--- src/rtl/fivecode_pkg.sv ---
package fivecode_pkg;
  localparam int STATE_W   = 3;
  localparam int LOOP_LEN  = 5;
  localparam int NUM_CODES = 1 << STATE_W;

  // bit positions of the state vector
  localparam int BIT_C = 2;
  localparam int BIT_B = 1;
  localparam int BIT_A = 0;

  typedef logic [STATE_W-1:0] code_t;

  localparam code_t RESET_CODE = 3'b000;

  localparam code_t LOOP_CODES [LOOP_LEN] = '{
    3'b000, 3'b010, 3'b011, 3'b101, 3'b110
  };
endpackage

--- src/rtl/fivecode_next.sv ---
module fivecode_next
  import fivecode_pkg::*;
(
  input  code_t cur,
  output code_t nxt
);
  logic c_q, b_q, a_q;

  always_comb begin
    c_q = cur[BIT_C];
    b_q = cur[BIT_B];
    a_q = cur[BIT_A];
    nxt = '0;
    // the unused codes get fixed successors through these equations
    nxt[BIT_C] = a_q;
    nxt[BIT_B] = ~b_q | (~a_q & ~c_q);
    nxt[BIT_A] = b_q & ~c_q;
  end
endmodule

--- src/rtl/fivecode_loopdet.sv ---
module fivecode_loopdet
  import fivecode_pkg::*;
(
  input  code_t cur,
  output logic  off_loop
);
  logic [LOOP_LEN-1:0] hit;

  for (genvar g = 0; g < LOOP_LEN; g++) begin : g_match
    assign hit[g] = (cur == LOOP_CODES[g]);
  end

  assign off_loop = ~(|hit);
endmodule

--- src/rtl/fivecode_counter.sv ---
module fivecode_counter
  import fivecode_pkg::*;
(
  input  logic               clk,
  input  logic               rst,
  input  logic               dbg_load,
  input  logic [STATE_W-1:0] dbg_code,
  output logic [STATE_W-1:0] count,
  output logic               off_loop
);
  code_t state_q;
  code_t succ;

  fivecode_next u_next (
    .cur (state_q),
    .nxt (succ)
  );

  fivecode_loopdet u_det (
    .cur      (state_q),
    .off_loop (off_loop)
  );

  always_ff @(posedge clk) begin
    if (rst)           state_q <= RESET_CODE;
    else if (dbg_load) state_q <= dbg_code;
    else               state_q <= succ;
  end

  assign count = state_q;
endmodule

--- config.mk ---
export PLATFORM = sky130hd
export DESIGN_NAME = fivecode_counter
export DESIGN_NICKNAME = d
export VERILOG_FILES = /design/src/rtl/fivecode_pkg.sv /design/src/rtl/fivecode_next.sv /design/src/rtl/fivecode_loopdet.sv /design/src/rtl/fivecode_counter.sv
export SDC_FILE = /design/constraint.sdc
export NUM_CORES = 1
export LEC_CHECK = 0
export ABC_AREA = 1
export CAP_MARGIN = 5
export CORE_AREA = 2 2 39 41
export CTS_BUF_LIST = sky130_fd_sc_hd__clkbuf_16
export DETAILED_ROUTE_END_ITERATION = 16
export DIE_AREA = 0 0 41 43
export DONT_BUFFER_PORTS = 1
export GPL_ROUTABILITY_DRIVEN = 0
export PLACE_DENSITY = 0.3
export SYNTH_ARGS = -nofsm -noshare
export SYNTH_HDL_FRONTEND = slang
export SYNTH_SLANG_ARGS = --single-unit
--- constraint.sdc ---
create_clock -name clk -period 1.9 [get_ports clk]
set_input_delay 0.095 -clock clk [delete_from_list [all_inputs] [get_ports clk]]
set_output_delay 0.095 -clock clk [all_outputs]
set_load 0.01 [all_outputs]
* Word-level counts from Yosys, hierarchy flattened
Cells that the tools add are included.
** Word-level totals
- Register bits :: 3
- Input bits :: 6
- Output and inout port bits :: 4
- Logic and storage cells :: 15
** Operators by class
- Equal/unequal tests :: 4
- Multiplexer cells :: 1
- Bitwise operators :: 7
- Reduce and logical (&&, ||, !) cells :: 2
** Operators by type and width (number)
- $eq A3 B2 Y1 const B :: 2
- $eq A3 B3 Y1 const B :: 2
- $reduce_or A5 Y1 :: 1
- $not A1 Y1 :: 4
- $logic_not A3 Y1 :: 1
- $mux W3 :: 1
- $and A1 B1 Y1 :: 2
- $or A1 B1 Y1 :: 1

* Depth between registers and ports, before layout
- Depth after elaboration :: 4
- Depth in mapped cells :: 4
- Mapped depth without buffers :: 4

* By module
Synthesis repeated with hierarchy kept, for this count alone.
** Second synthesis, totals
- Cell total of the unflattened synthesis :: 32
- Area, all modules :: 173.9 um^2
** Modules (own cells, without submodules)
- fivecode_counter :: instances 1, cells each 19, area an instance 120.1 um^2, seq. area each 60.1 um^2
- fivecode_loopdet :: instances 1, cells each 9, area an instance 33.8 um^2, seq. area each 0.0 um^2
- fivecode_next :: instances 1, cells each 4, area an instance 20.0 um^2, seq. area each 0.0 um^2

* Worst setup path after synthesis
Ideal clock, no wire load.
- Kind :: reg-to-output
- From :: register state_q[2] (netlist: count[2])
- To :: output port off_loop
- Data arrival time :: 762 ps
- Data required time :: 1805 ps
- Setup slack :: 1043 ps
- Stages on the path, launching flop included :: 5
- Path buffers :: 0
- Path through :: dfxtp_1 > inv_1 > nand2_1 > nand2_1 > a21oi_1
** Between the ends
- Longest elaborated chain between the ends :: 3
- Elaborated cells between the ends (all ways) :: 7
- Classes of those cells :: 4 x eq/ne; 1 x bitwise; 2 x reduce/logical
** RTL lines
- from (decl) :: line fivecode_counter.sv:11 : code_t state_q;
- from (signal assigned) :: line fivecode_counter.sv:26 : else if (dbg_load) state_q <= dbg_code;
- from (signal assigned) :: line fivecode_counter.sv:27 : else state_q <= succ;
- $eq A3 B2 Y1, or another cell as far along :: line fivecode_loopdet.sv:10 : assign hit[g] = (cur == LOOP_CODES[g]);
- $reduce_or A5 Y1 (*) :: line fivecode_loopdet.sv:13 : assign off_loop = ~(|hit);
- $not A1 Y1 (*) :: line fivecode_loopdet.sv:13
- to (decl) :: line fivecode_counter.sv:9 : output logic off_loop
Mark *: on every way between the ends. The rest lies on a longest branch, timed or not.

* Worst setup path after layout
Same ends and word-level chain as after synthesis.

==> metrics <==
Routed Antenna Nets 0; total vias in the final route about 160; clk sinks 3; Mapped Nets 30; final wirelength 396 um; GRT overflow 0; Synth cell types 9; total CTS buffers 3; max-cap violation count 0; Vert. Die Dim 43 um; crit path max fanout 3; P_leak between 0.1 and 0.15 nW; layout cell share with drive strength beyond 1 between 20 and 25%; Max Clk Rate 854 MHz; number of global-route vias before repair 190; Final Critical Period 1.17 ns; I/O pin count 10; number of flip-flops under the largest register name 3; Post-CTS Resized 0; initial antenna violation count 0; synthesis warning total 0; core area 1380 sq um; Mapped Cells 24; Area Growth Syn to Fin 71.9%; final setup fails 0; DR WL met3 between 50 and 60 um; DR top layer met4; synthesized area 151 sq um; DR iter-0 viols 2; Die ar. between 1500 and 2000 sq um; post-route setup TNS 0 ns; clock slew at reported path FFs 0.03 ns; num rows 14; RSZ-0062 raised after global routing false; GRT Total Usage 6.42%; WS Path Type flip-flop to primary output; worst path arrival time 1.08 ns; Crit path required time 1.80 ns; Metal-1 WL around 170 um; pre-CTS WS 0.945 ns; type of the worst min-delay path primary input to flip-flop; final setup margin 0.729 ns; Worst IR Drop VDD 0.277 mV; register area share after synthesis 39.7%; ANT cells 0; largest net degree at the start of global routing 5; vias per cell ~3.5; Worst R2R Path Depth 2; endpoint type of the worst setup path primary output; post-synthesis register bit count 3; Max H-tree Level 1; Max transition margin 82.1%; Slew @ Worst Pin 0.270 ns; 1st-pass router iterations 4; Mean Syn Cell Area between 6 and 7 sq um; Root Buffer clkbuf_16; crit share post-route 61.6%; Nets 36; Fillers approximately 150; drt drc 0; Power Density 1630 nW/um^2; CTS tree yes; skew final 0.000655 ns; PortBufs 0; post-DP HPWL 313 um; status finished clean; Hold Fails Final Rpt 0; Initial Utilization between 10% and 20%; first-pass GRT wire length 669 um; hold path cells 2; Reg2Reg Setup Slack 1.16 ns; crit path launch type flip-flop; Final Slew Violations 0; Clock Path Buffers 2; Chip Width 41 um; Clock Latency Late Sink 0.22 ns; WL per Instance roughly 8.8 um; WL met2 140 um
kinds of logic (layout without fill, tap and decap cells):
group,Yosys count,after routing,share of synthesized area (%)
buf+inv,6,11,14.9
flops,3,3,39.7
simple gates,10,10,26.5
compound gates,5,5,19.0
repair_timing:
item	in CTS	in global routing
hold buffers	1	0
endpoints found under the setup margin	0	0
endpoints found under the hold margin	1	0
setup buffers	0	0
worst paths after layout:
check,start,end
worst min-delay path,dbg_load,count[2]$_SDFF_PP0_
worst min register to register,count[0]$_SDFF_PP0_,count[2]$_SDFF_PP0_
worst max register to register,count[1]$_SDFF_PP0_,count[0]$_SDFF_PP0_
worst max-delay path,count[2]$_SDFF_PP0_,off_loop
metrics by stage:
stage	hold slack (ns)	power, mW	instance area (sq um)	util (%)	cells
2_1_floorplan	0.157	0.0925	151	-	24
3_3_place_gp	0.159	0.0968	171	12.4	40
3_5_place_dp	0.161	0.0971	171	12.4	40
4_1_cts	0.0193	0.432	260	18.8	45
5_1_grt	0.0380	0.439	260	18.8	45
6_report	0.0223	0.425	260	18.8	45
worst max-delay path: stages (launching register included):
cell and delay [ns]:
dfxtp_1 0.39, inv_1 0.08, nand2_1 0.08, nand2_1 0.06
a21oi_1 0.25
metal layers:
layer | up-vias | global-route usage, %
met5 | - | 0
met4 | 0 | 10.0
met3 | 3 | 3.66
met2 | 13 | 6.88
met1 | 62 | 6.41
li1 | 80 | -
cell usage after synthesis:
master   number  area [sq um]
nor2_1        2          7.51
a21oi_1       2          10.0
nand2_1       7          26.3
o21ai_0       2          10.0
nor2_2        1          6.26
dfxtp_1       3          60.1
inv_1         5          18.8
inv_2         1          3.75
a21oi_2       1          8.76
where the power goes:
part	internal (mW)	total (mW)	switching, mW
sequential	0.0685	0.0764	0.00785
clock	0.271	0.328	0.0565
combinational	0.00866	0.0212	0.0125
cells in the final DEF, fill, tap and decap left out, drive strengths merged:
cell type	instances
a21oi	3
o21ai	2
nand2	7
dfxtp	3
dlygate4sd3	1
inv	7
nor2	3
clkbuf	3
area by class of cell:
class                           instances  area (sq um)  area share (%)
Clock buffer                            3          75.1            28.8
Multi-Input combinational cell         15          68.8            26.4
Sequential cell                         3          60.1            23.1
Inverter                                6          22.5            8.65
Tap cell                               16          20.0            7.69
Timing Repair Buffer                    1          10.0            3.85
Clock inverter                          1          3.75            1.44
(Power assumes the default switching activity.)
